### config.mk
export PLATFORM = sky130hd
export DESIGN_NAME = nop_sequencer
export DESIGN_NICKNAME = d
export VERILOG_FILES = /design/src/rtl/nopseq_pkg.sv /design/src/rtl/nopseq_decode.sv /design/src/rtl/nopseq_ctrl.sv /design/src/rtl/nopseq_dpath.sv /design/src/rtl/nop_sequencer.sv
export SDC_FILE = /design/constraint.sdc
export NUM_CORES = 1
export LEC_CHECK = 0
export ABC_AREA = 1
export ABC_CLOCK_PERIOD_IN_PS = 3850
export CAP_MARGIN = 15
export CORE_ASPECT_RATIO = 1.75
export CORE_MARGIN = 1
export CORE_UTILIZATION = 56
export DETAILED_ROUTE_END_ITERATION = 10
export PLACE_DENSITY = 0.85
export SYNTH_ARGS = -nofsm -noshare
export SYNTH_HDL_FRONTEND = slang
export SYNTH_HIERARCHICAL = 1
export SYNTH_SLANG_ARGS = --single-unit
### constraint.sdc
create_clock -name clk -period 3.85 [get_ports clk]
set_input_delay 0.385 -clock clk [delete_from_list [all_inputs] [get_ports clk]]
set_output_delay 0.385 -clock clk [all_outputs]
set_load 0.01 [all_outputs]
### src/rtl/nopseq_pkg.sv
package nopseq_pkg;
  localparam int OP_W    = 8;
  localparam int MAX_CYC = 8;
  localparam int CNT_W   = $clog2(MAX_CYC + 1);
  localparam int LEN_W   = 2;

  // one row of the undefined-opcode table
  typedef struct packed {
    logic               undef;
    logic [LEN_W-1:0]   len;
    logic [CNT_W-1:0]   cyc;
    logic [MAX_CYC-1:0] rdMask;  // bit k set: cycle k+1 reads memory
  } nopEntry_t;

  // strobes from control to datapath
  typedef struct packed {
    logic fetch;   // opcode fetch accepted this cycle
    logic load;    // capture a multi-cycle entry
    logic step;    // advance the cycle counter
    logic finish;  // last cycle of a multi-cycle entry
  } nopStrobe_t;
endpackage

### src/rtl/nopseq_decode.sv
module nopseq_decode
  import nopseq_pkg::*;
(
  input  logic [OP_W-1:0] opcode,
  output nopEntry_t       entry
);
  localparam logic [MAX_CYC-1:0] RD_C2     = MAX_CYC'(8'b0000_0010);
  localparam logic [MAX_CYC-1:0] RD_C23    = MAX_CYC'(8'b0000_0110);
  localparam logic [MAX_CYC-1:0] RD_C24    = MAX_CYC'(8'b0000_1010);
  localparam logic [MAX_CYC-1:0] RD_C234   = MAX_CYC'(8'b0000_1110);

  logic [3:0] loNib;
  logic [3:0] hiNib;

  assign loNib = opcode[3:0];
  assign hiNib = opcode[7:4];

  always_comb begin
    entry = '0;
    if (loNib == 4'h3 || (loNib == 4'hB && hiNib != 4'hC && hiNib != 4'hD)) begin
      entry.undef  = 1'b1;
      entry.len    = LEN_W'(1);
      entry.cyc    = CNT_W'(1);
      entry.rdMask = '0;
    end else if (loNib == 4'h2 && !hiNib[0] && hiNib != 4'hA) begin
      entry.undef  = 1'b1;
      entry.len    = LEN_W'(2);
      entry.cyc    = CNT_W'(2);
      entry.rdMask = RD_C2;
    end else begin
      case (opcode)
        8'h44: begin
          entry.undef  = 1'b1;
          entry.len    = LEN_W'(2);
          entry.cyc    = CNT_W'(3);
          entry.rdMask = RD_C23;
        end
        8'h54, 8'hD4, 8'hF4: begin
          entry.undef  = 1'b1;
          entry.len    = LEN_W'(2);
          entry.cyc    = CNT_W'(4);
          entry.rdMask = RD_C24;
        end
        8'h5C: begin
          entry.undef  = 1'b1;
          entry.len    = LEN_W'(3);
          entry.cyc    = CNT_W'(8);
          entry.rdMask = RD_C234;
        end
        8'hDC, 8'hFC: begin
          entry.undef  = 1'b1;
          entry.len    = LEN_W'(3);
          entry.cyc    = CNT_W'(4);
          entry.rdMask = RD_C234;
        end
        default: entry = '0;
      endcase
    end
  end
endmodule

### src/rtl/nopseq_ctrl.sv
module nopseq_ctrl
  import nopseq_pkg::*;
(
  input  logic       clk,
  input  logic       rstN,
  input  logic       opValid,
  input  logic       curUndef,
  input  logic       curSingle,
  input  logic       lastCyc,
  output nopStrobe_t strb,
  output logic       busy
);
  typedef enum logic [0:0] {ST_IDLE, ST_RUN} ctrlState_t;

  ctrlState_t state;
  ctrlState_t stateNext;
  logic       accept;

  assign busy   = (state == ST_RUN);
  assign accept = opValid && (state == ST_IDLE);

  always_comb begin
    strb.fetch  = accept;
    strb.load   = accept && curUndef && !curSingle;
    strb.step   = busy && !lastCyc;
    strb.finish = busy && lastCyc;
  end

  always_comb begin
    stateNext = state;
    case (state)
      ST_IDLE: if (strb.load)   stateNext = ST_RUN;
      ST_RUN:  if (strb.finish) stateNext = ST_IDLE;
      default: stateNext = ST_IDLE;
    endcase
  end

  always_ff @(posedge clk) begin
    if (!rstN) state <= ST_IDLE;
    else       state <= stateNext;
  end
endmodule

### src/rtl/nopseq_dpath.sv
module nopseq_dpath
  import nopseq_pkg::*;
(
  input  logic             clk,
  input  logic             rstN,
  input  nopStrobe_t       strb,
  input  logic             busy,
  input  nopEntry_t        curEnt,
  output logic             lastCyc,
  output logic             isDefined,
  output logic             nopActive,
  output logic [CNT_W-1:0] cycIdx,
  output logic [CNT_W-1:0] nopTotal,
  output logic             cycRead,
  output logic             nopDone,
  output logic [LEN_W-1:0] pcStep,
  output logic             irqHold
);
  nopEntry_t        latEnt;
  logic [CNT_W-1:0] cnt;
  logic             newNop;
  logic             newSingle;
  logic             latRead;

  assign newNop    = strb.fetch && curEnt.undef;
  assign newSingle = newNop && (curEnt.cyc == CNT_W'(1));
  assign lastCyc   = (cnt == latEnt.cyc);

  always_ff @(posedge clk) begin
    if (!rstN) begin
      latEnt  <= '0;
      cnt     <= '0;
      irqHold <= 1'b0;
    end else begin
      if (strb.load) begin
        latEnt <= curEnt;
        cnt    <= CNT_W'(2);
      end else if (strb.step) begin
        cnt <= cnt + CNT_W'(1);
      end else if (strb.finish) begin
        cnt <= '0;
      end
      if (strb.fetch) irqHold <= newSingle;
    end
  end

  // pick the read bit for the current cycle number
  always_comb begin
    latRead = 1'b0;
    for (int k = 1; k < MAX_CYC; k++) begin
      if (cnt == CNT_W'(k + 1)) latRead = latEnt.rdMask[k];
    end
  end

  always_comb begin
    isDefined = strb.fetch && !curEnt.undef;
    nopActive = newNop || busy;
    if (busy) begin
      cycIdx   = cnt;
      nopTotal = latEnt.cyc;
      cycRead  = latRead;
      nopDone  = strb.finish;
      pcStep   = strb.finish ? latEnt.len : '0;
    end else if (newNop) begin
      cycIdx   = CNT_W'(1);
      nopTotal = curEnt.cyc;
      cycRead  = 1'b0;
      nopDone  = newSingle;
      pcStep   = newSingle ? curEnt.len : '0;
    end else begin
      cycIdx   = '0;
      nopTotal = '0;
      cycRead  = 1'b0;
      nopDone  = 1'b0;
      pcStep   = '0;
    end
  end
endmodule

### src/rtl/nop_sequencer.sv
module nop_sequencer
  import nopseq_pkg::*;
(
  input  logic             clk,
  input  logic             rstN,
  input  logic             opValid,
  input  logic [OP_W-1:0]  opcode,
  output logic             isDefined,
  output logic             nopActive,
  output logic [CNT_W-1:0] cycIdx,
  output logic [CNT_W-1:0] nopTotal,
  output logic             cycRead,
  output logic             nopDone,
  output logic [LEN_W-1:0] pcStep,
  output logic             irqHold
);
  nopEntry_t  curEnt;
  nopStrobe_t strb;
  logic       busy;
  logic       lastCyc;

  nopseq_decode uDecode (
    .opcode (opcode),
    .entry  (curEnt)
  );

  nopseq_ctrl uCtrl (
    .clk       (clk),
    .rstN      (rstN),
    .opValid   (opValid),
    .curUndef  (curEnt.undef),
    .curSingle (curEnt.cyc == CNT_W'(1)),
    .lastCyc   (lastCyc),
    .strb      (strb),
    .busy      (busy)
  );

  nopseq_dpath uDpath (
    .clk       (clk),
    .rstN      (rstN),
    .strb      (strb),
    .busy      (busy),
    .curEnt    (curEnt),
    .lastCyc   (lastCyc),
    .isDefined (isDefined),
    .nopActive (nopActive),
    .cycIdx    (cycIdx),
    .nopTotal  (nopTotal),
    .cycRead   (cycRead),
    .nopDone   (nopDone),
    .pcStep    (pcStep),
    .irqHold   (irqHold)
  );
endmodule

## Word level (Yosys, flattened, before mapping)

Cells that the tools add are included.

- Reductions and logical operators: 22
- Add/sub/neg operators: 1
- Eq/ne operators: 22
- Bitwise gates (word level): 2
- Mux-type cells: 27

Operator list:

| cell | number |
|---|---|
| $pmux 15 s4 | 1 |
| $eq 8x8->1 const B | 4 |
| $mux 15 | 2 |
| $eq 8x7->1 const B | 3 |
| $mux 4 | 5 |
| $eq 4x2->1 const B | 4 |
| $eq 4x3->1 const B | 4 |
| $mux 1 | 13 |
| $ne 4x4->1 const B | 3 |
| $logic_and 1x1->1 | 11 |
| $mux 2 | 5 |
| $eq 4x4->1 const B | 2 |
| $add 4x1->4 const B | 1 |
| $eq 4x1->1 const B | 1 |
| $eq 4x4->1 | 1 |
| $logic_not 1->1 | 4 |
| $reduce_or 2->1 | 2 |
| $reduce_bool 3->1 | 1 |
| $reduce_or 3->1 | 1 |
| $logic_or 1x1->1 | 2 |
| $not 1->1 | 2 |
| $pmux 1 s2 | 1 |
| $reduce_bool 2->1 | 1 |

- Output and inout port bits: 15
- Flip-flop bits (word level): 20

## Longest topological paths before layout

Gate-level depths: netlist (run 1).

- Word-level depth: 10
- Gate-level depth with buffers: 16

## Modules after synthesis

The synthesis (run 1) kept the hierarchy.

By module, submodules not included:

| module | area an instance (sq um) | times used | cells an instance |
|---|---|---|---|
| nopseq_dpath | 1027.2 | 1 | 155 |
| nopseq_decode | 285.3 | 1 | 56 |
| nopseq_ctrl | 86.3 | 1 | 15 |
| nop_sequencer | 22.5 | 1 | 6 |

## Worst setup path before layout (run 1)

Ideal clock, no wire load.

- Path kind: input to output
- Start: input opcode[1]
- End: output nopDone
- Data arrival time: 1464 ps
- Cell stages on the path: 9
- Required time: 3465 ps
- Path slack: 2001 ps
- Cells stage by stage: nor2_1 -> nand3_1 -> nor2_1 -> nor2_2 -> nand3_2 -> nand2_1 -> inv_1 -> nand3_2 -> o21ai_0

RTL lines:

| what | RTL line | source |
|---|---|---|
| start: declaration | nop_sequencer.sv:7 | `input logic [OP_W-1:0] opcode,` |
| end: declaration | nop_sequencer.sv:13 | `output logic nopDone,` |

==> run metrics, run 1 <==
status=complete, no violations; Setup Viol. Count Final=0; TritonCTS clock tree=done; f_max=344 MHz; hpwl dp=2.50 mm; final setup margin=947 ps; Final Max Slew Viols=0; Worst-path clk slew=70 ps; port bufs=25; slew margin rel.=57.9%; minimum clock period=2900 ps; Root Buffer=clkbuf_8; crit path kind=in -> out; nets=268; hold_sp=uDpath/latEnt[4]$_SDFFE_PN0P_; leakage power=0.847 nW; CP max FO=4; clock buffer depth=2; worst hold path class=reg -> reg; switching fraction of total power=26.9%; worst-margin pin slew=630 ps; H-Tree Depth=1; RSZ-0062 raised after global routing=no; IO Pins=26; Slowest cell on crit path=clkdlybuf4s50_1; Total GRT Usage=27.5%; P&R area growth vs syn=18.5%; Worst-Skew Late Latency=250 ps; worst path cell trace=clkdlybuf4s50_1 > inv_1 > nand3_1 > nor2_1 > nor2_2 > inv_1 > nor3_2 > nand3_2 > nor2_2 > nand2_1 > nand2_1 > clkdlybuf4s50_1; area of the mapped netlist=0.00141 mm2; Warnings, synthesis=6; Post-DP Area=0.00163 mm2; initial DRC count=21; Max Cap Viol=0; initial antenna violation count=0; GP Congestion=0.795; fraction of layout cells with a size suffix above 1=8.73%; DRT Pass-1 Iters=4; Int Pwr=310 uW; Flop pwr share=50.0%; Place WS=936 ps; M3 GR Usage=4.87%; met2 Resource Use GR=48.8%; vias in the first global route=1315; Initial Util=60.7%; DRC errors left=0; reg-to-reg endpoint=uDpath/cnt[0]$_SDFFE_PP0P_; Logic pwr share=17.6%; clock group share of total power=32.4%; FF/Latch Area=380 um2; Max stage delay on crit path=530 ps; Psw=114 uW; reg2reg start=uCtrl/busy$_SDFF_PN0_; CTS sink cnt=19; reg2reg setup slack=1960 ps; Core Area=0.00233 mm2; CP Capture Type=output port; first-pass GRT wire length=5.26 mm; total CTS buffers=3; Power, Total=424 uW; vias per std cell=5.09; Post-CTS Resized=0; r2r worst-path depth=6; Multi-input gate area=803 um2; Cells after Synth=231; total wire length=3.20 mm; Final ANT Viol Nets=0; post-route cell area=0.00168 mm2; Antenna diodes=0; crit path DAT=2520 ps; via count=1411; Tcrit/Tclk final=75.4%; die area=0.00274 mm2; largest net degree at the start of global routing=20; hold_buf cts=0; Die Width=40.0 um; hold depth=2; setup TNS=0 ps; VDD IR-drop max=0.000182 V; crit start category=input port; post-CTS setup buffers=0; hold-critical path endpoint=uDpath/latEnt[4]$_SDFFE_PN0P_; # fillers=206; M1 GR Usage=27.5%; Syn Area/Cell=6.12 um2; final hold viol count=0; GRT overflow=0; GRT busiest layer=met2; routed len/inst=11.5 um; Rows=23; CP required=3460 ps; power per cell area=253 mW/mm2; skew final=4.36 ps; overall die height=68.5 um
-- cells in the final DEF (no fill, tap or decap) --
cell,instances
a211oi_1,2
a21oi_1,9
a21oi_2,1
and3_1,1
clkbuf_1,1
clkbuf_8,3
clkdlybuf4s50_1,25
conb_1,4
dfxtp_1,19
ha_1,4
inv_1,41
inv_2,3
nand2_1,50
nand2_2,3
nand2_4,1
nand3_1,8
nand3_2,3
nor2_1,37
nor2_2,4
nor2_4,2
nor3_1,4
nor3_2,1
o21a_1,1
o21ai_0,18
o21bai_1,1
o31ai_2,1
or2_1,1
xnor2_1,2
xor2_1,2
-- worst max path at each step --
stage | from | to | slack [ps] | depth (start not counted)
floorplan | opcode[1] | nopDone | 2000 | 9
global placement | opcode[3] | pcStep[1] | 950 | 12
detailed placement | opcode[3] | pcStep[0] | 940 | 12
CTS | opcode[3] | pcStep[0] | 930 | 12
global route | opcode[0] | pcStep[0] | 730 | 13
finish | opcode[3] | pcStep[0] | 950 | 12
-- critical path: cells and delay by family --
family,cells,cell delay (ps)
buf+inv,4,1200
simple gates,8,930
-- per-layer routing --
metal | wire, um | vias to the layer above | share of wire (%)
met5 | 0 | - | 0
met1 | 1240 | 631 | 39
met2 | 1770 | 37 | 55
met3 | 106 | 10 | 3.3
met4 | 78 | 0 | 2.4
li1 | - | 733 | -
-- sequential cells by signal, indices dropped and copies added (netlist names) --
| signal | count |
|---|---|
| uDpath/irqHold | 1 |
| uCtrl/busy | 1 |
| uDpath/latEnt | 13 |
| uDpath/cnt | 4 |
-- final cells by class --
| cell class | count | share of cell area, % |
|---|---|---|
| tap | 25 | 1.87 |
| multi-input combinational | 160 | 47.9 |
| inverter | 44 | 9.86 |
| sequential | 19 | 22.7 |
| timing repair buffer | 25 | 14.9 |
| clock buffer | 4 | 2.69 |
-- metrics by stage --
step	util [%]	hold WS [ps]	cells
detailed placement	69.9	464	273
finish	71.9	470	277
floorplan	-	433	234
global route	71.9	498	277
CTS	71.9	475	277
global placement	69.9	449	273
-- power groups by stage --
| stage | sequential, mW | clock (mW) | combinational, mW |
|---|---|---|---|
| 3_5_place_dp | 0.216 | 0 | 0.0735 |
| 2_1_floorplan | 0.214 | 0 | 0.0505 |
| 5_1_grt | 0.213 | 0.150 | 0.0834 |
| 4_1_cts | 0.212 | 0.139 | 0.0744 |
| 6_report | 0.212 | 0.137 | 0.0745 |
| 3_3_place_gp | 0.216 | 0 | 0.0724 |
No activity file was read; power rests on OpenSTA's default activity.
==> run 2, diff against run 1 <==
- ABC_CLOCK_PERIOD_IN_PS: 3850 -> 2900
- CORE_UTILIZATION: 56 -> 52
- PLACE_DENSITY: 0.85 -> 0.79
- clock period: 3.85 -> 2.9 ns (I/O delays scaled with it)
==> run 2 against run 1 <==
  * Core utilization is 4.6 points lower
  * Count of clock-buffer cells in the layout shrank 1
  * Cell count is 0.72% higher
  * Register-to-register slack worse by 900 ps
  * Die area is 7.4% higher
  * Clock power grew 33%
  * Clock skew is 0.57 ps lower
  * Design area increased by 1.3%
  * Routed wire length about the same
  * Global-route usage fell by 3.9 points
  * Highest routed layer unchanged
  * Critical path depth grew 2
  * Non-clock buffer count rose by 1
==> run metrics, run 2 (synthesized netlist as in run 1, its figures left out) <==
Layout Cells excl Fill=279 (+0.72%); vias per std cell=4.99 (-2.0%); CP max FO=4 (unchanged); first-pass GRT wire length=5.40 mm (+2.6%); hpwl dp=2.57 mm (+3.0%); CP required=2610 ps (-850 ps); crit path kind=in -> out; overall die height=71.0 um (+3.7%); initial antenna violation count=0 (unchanged); Final Max Slew Viols=0 (unchanged); total CTS buffers=3 (unchanged); reg2reg start=uDpath/cnt[2]$_SDFFE_PP0P_; FF/Latch Area=380 um2 (unchanged); IO Pins=26 (unchanged); nets=269 (+0.37%); Root Buffer=clkbuf_8; Multi-input gate area=811 um2 (+0.93%); reg2reg setup slack=1060 ps (-900 ps); Antenna diodes=0 (unchanged); Tcrit/Tclk final=93.2%; f_max=370 MHz; Power, Total=563 uW (+33%); CP Capture Type=output port; setup TNS=0 ps (unchanged); GP Congestion=0.876 (+10%); post-route cell area=0.00170 mm2 (+1.3%); via count=1393 (-1.3%); biggest registers after layout=uDpath/latEnt (13), uDpath/cnt (4); crit start category=input port; Initial Util=56.1% (-4.6 points); hold-critical path endpoint=uDpath/latEnt[5]$_SDFFE_PN0P_; crit path DAT=2410 ps (-110 ps); H-Tree Depth=1 (unchanged); most frequent cells in the layout=nand2_1 (50), inv_1 (40), nor2_1 (36), clkdlybuf4s50_1 (23), dfxtp_1 (19); GRT overflow=0 (unchanged); leakage power=0.871 nW (+2.9%); hold depth=2 (unchanged); Worst-path clk slew=70 ps (about the same); worst hold path class=reg -> reg; largest net degree at the start of global routing=20 (unchanged); fraction of layout cells with a size suffix above 1=10.7% (+1.9 points); Rows=24 (+4.3%); reg-to-reg endpoint=uDpath/cnt[1]$_SDFFE_PN0P_; DRT Pass-1 Iters=4 (unchanged); Final ANT Viol Nets=0 (unchanged); DRC errors left=0 (unchanged); final hold viol count=0 (unchanged); status=complete, no violations; initial DRC count=25 (+19%); TritonCTS clock tree=done; clock buffer depth=2 (unchanged); most common cell after layout, fill and taps aside=nand2_1; Placed Instances=275 (+0.73%); Die Width=41.4 um (+3.6%); Core Area=0.00252 mm2 (+8.2%); vias in the first global route=1338 (+1.7%); P&R area growth vs syn=20.1%; # fillers=247 (+20%); routed len/inst=11.5 um (-0.75%); Post-DP Area=0.00164 mm2 (+0.54%); RSZ-0062 raised after global routing=no; VDD IR-drop max=0.000218 V (+20%); Setup Viol. Count Final=0 (unchanged); total wire length=3.20 mm (about the same); Max Cap Viol=0 (unchanged); max FFs per register=13 (unchanged); slew margin rel.=58.7% (+0.71 points); r2r worst-path depth=9 (+3); minimum clock period=2700 ps; Total GRT Usage=23.6% (-3.9 points); Util after Layout=67.3% (-4.6 points); post-CTS setup buffers=0 (unchanged); port bufs=25 (unchanged); worst-margin pin slew=619 ps (-10.7 ps); hold_sp=uDpath/latEnt[5]$_SDFFE_PN0P_; die area=0.00294 mm2 (+7.4%); CTS sink cnt=19 (unchanged); power per cell area=331 mW/mm2 (+31%); register with the most flip-flops=uDpath/latEnt; skew final=3.79 ps (-0.566 ps); Worst-Skew Late Latency=250 ps (about the same)
==> run 2: changes by cell type in the layout (fill, tap and decap cells not counted) <==
cell             previous run  this run
nor2_1                     37        36
clkbuf_1                    1         0
nand3_2                     3         4
inv_2                       3         4
buf_4                       0         1
dlymetal6s2s_1              0         2
clkdlybuf4s50_1            25        23
nand3_1                     8         7
clkinv_2                    0         1
inv_1                      41        40
nor2_2                      4         5
==> run 2: worst max-delay path, cell delays in order <==
cell	delay (ps)
clkdlybuf4s50_1	530
nand2_1	80
nor2_2	160
nand2_2	90
nand2_4	90
nor2_4	40
nand3_2	70
nand2_1	100
inv_2	100
nand3_2	100
nor2_2	110
nand2_1	60
nand2_1	50
clkdlybuf4s50_1	530
==> run 2: through the flow <==
stage          setup WS (ps)  hold slack (ps)
3_3_place_gp             108              452
2_1_floorplan           1230              412
3_5_place_dp             102              455
6_report                 197              463
4_1_cts                  102              465
5_1_grt                 11.3              506
==> run 2: layout make-up <==
cell class,instances,share of cell area (%)
tap,26,1.92
inverter,44,9.73
multi-input combinational,160,47.8
clock buffer,3,2.43
clock inverter,1,0.295
timing repair buffer,26,15.5
sequential,19,22.4
==> run 2: repair_timing <==
| item | in CTS | in global routing |
|---|---|---|
| gates resized for setup | 0 | 5 |
| hold buffers | 0 | 0 |
| setup endpoints to repair | 0 | 3 |
==> run 2: routing by layer <==
layer,GRT usage [%],vias to the layer above,wire (um)
met5,0,-,0
met4,11.8,0,57
met3,2.81,4,86
met2,47.6,31,1870
met1,21.8,623,1190
li1,-,735,-
==> run 2: power breakdown <==
| group | switching [mW] | leakage [nW] | internal, mW |
|---|---|---|---|
| Clock | 0.0869 | 0.0255 | 0.0954 |
| Sequential | 0.0101 | 0.154 | 0.272 |
| Combinational | 0.0564 | 0.691 | 0.0424 |
==> run 2: worst max-delay path by stage <==
stage	startpoint	to	slack [ps]	cells after the start
detailed placement	opcode[3]	pcStep[0]	100	12
global route	opcode[2]	pcStep[1]	10	14
finish	opcode[2]	pcStep[0]	200	14
floorplan	opcode[1]	uDpath/cnt[1]$_SDFFE_PN0P_	1230	14
CTS	opcode[3]	pcStep[0]	100	12
global placement	opcode[3]	pcStep[0]	110	12
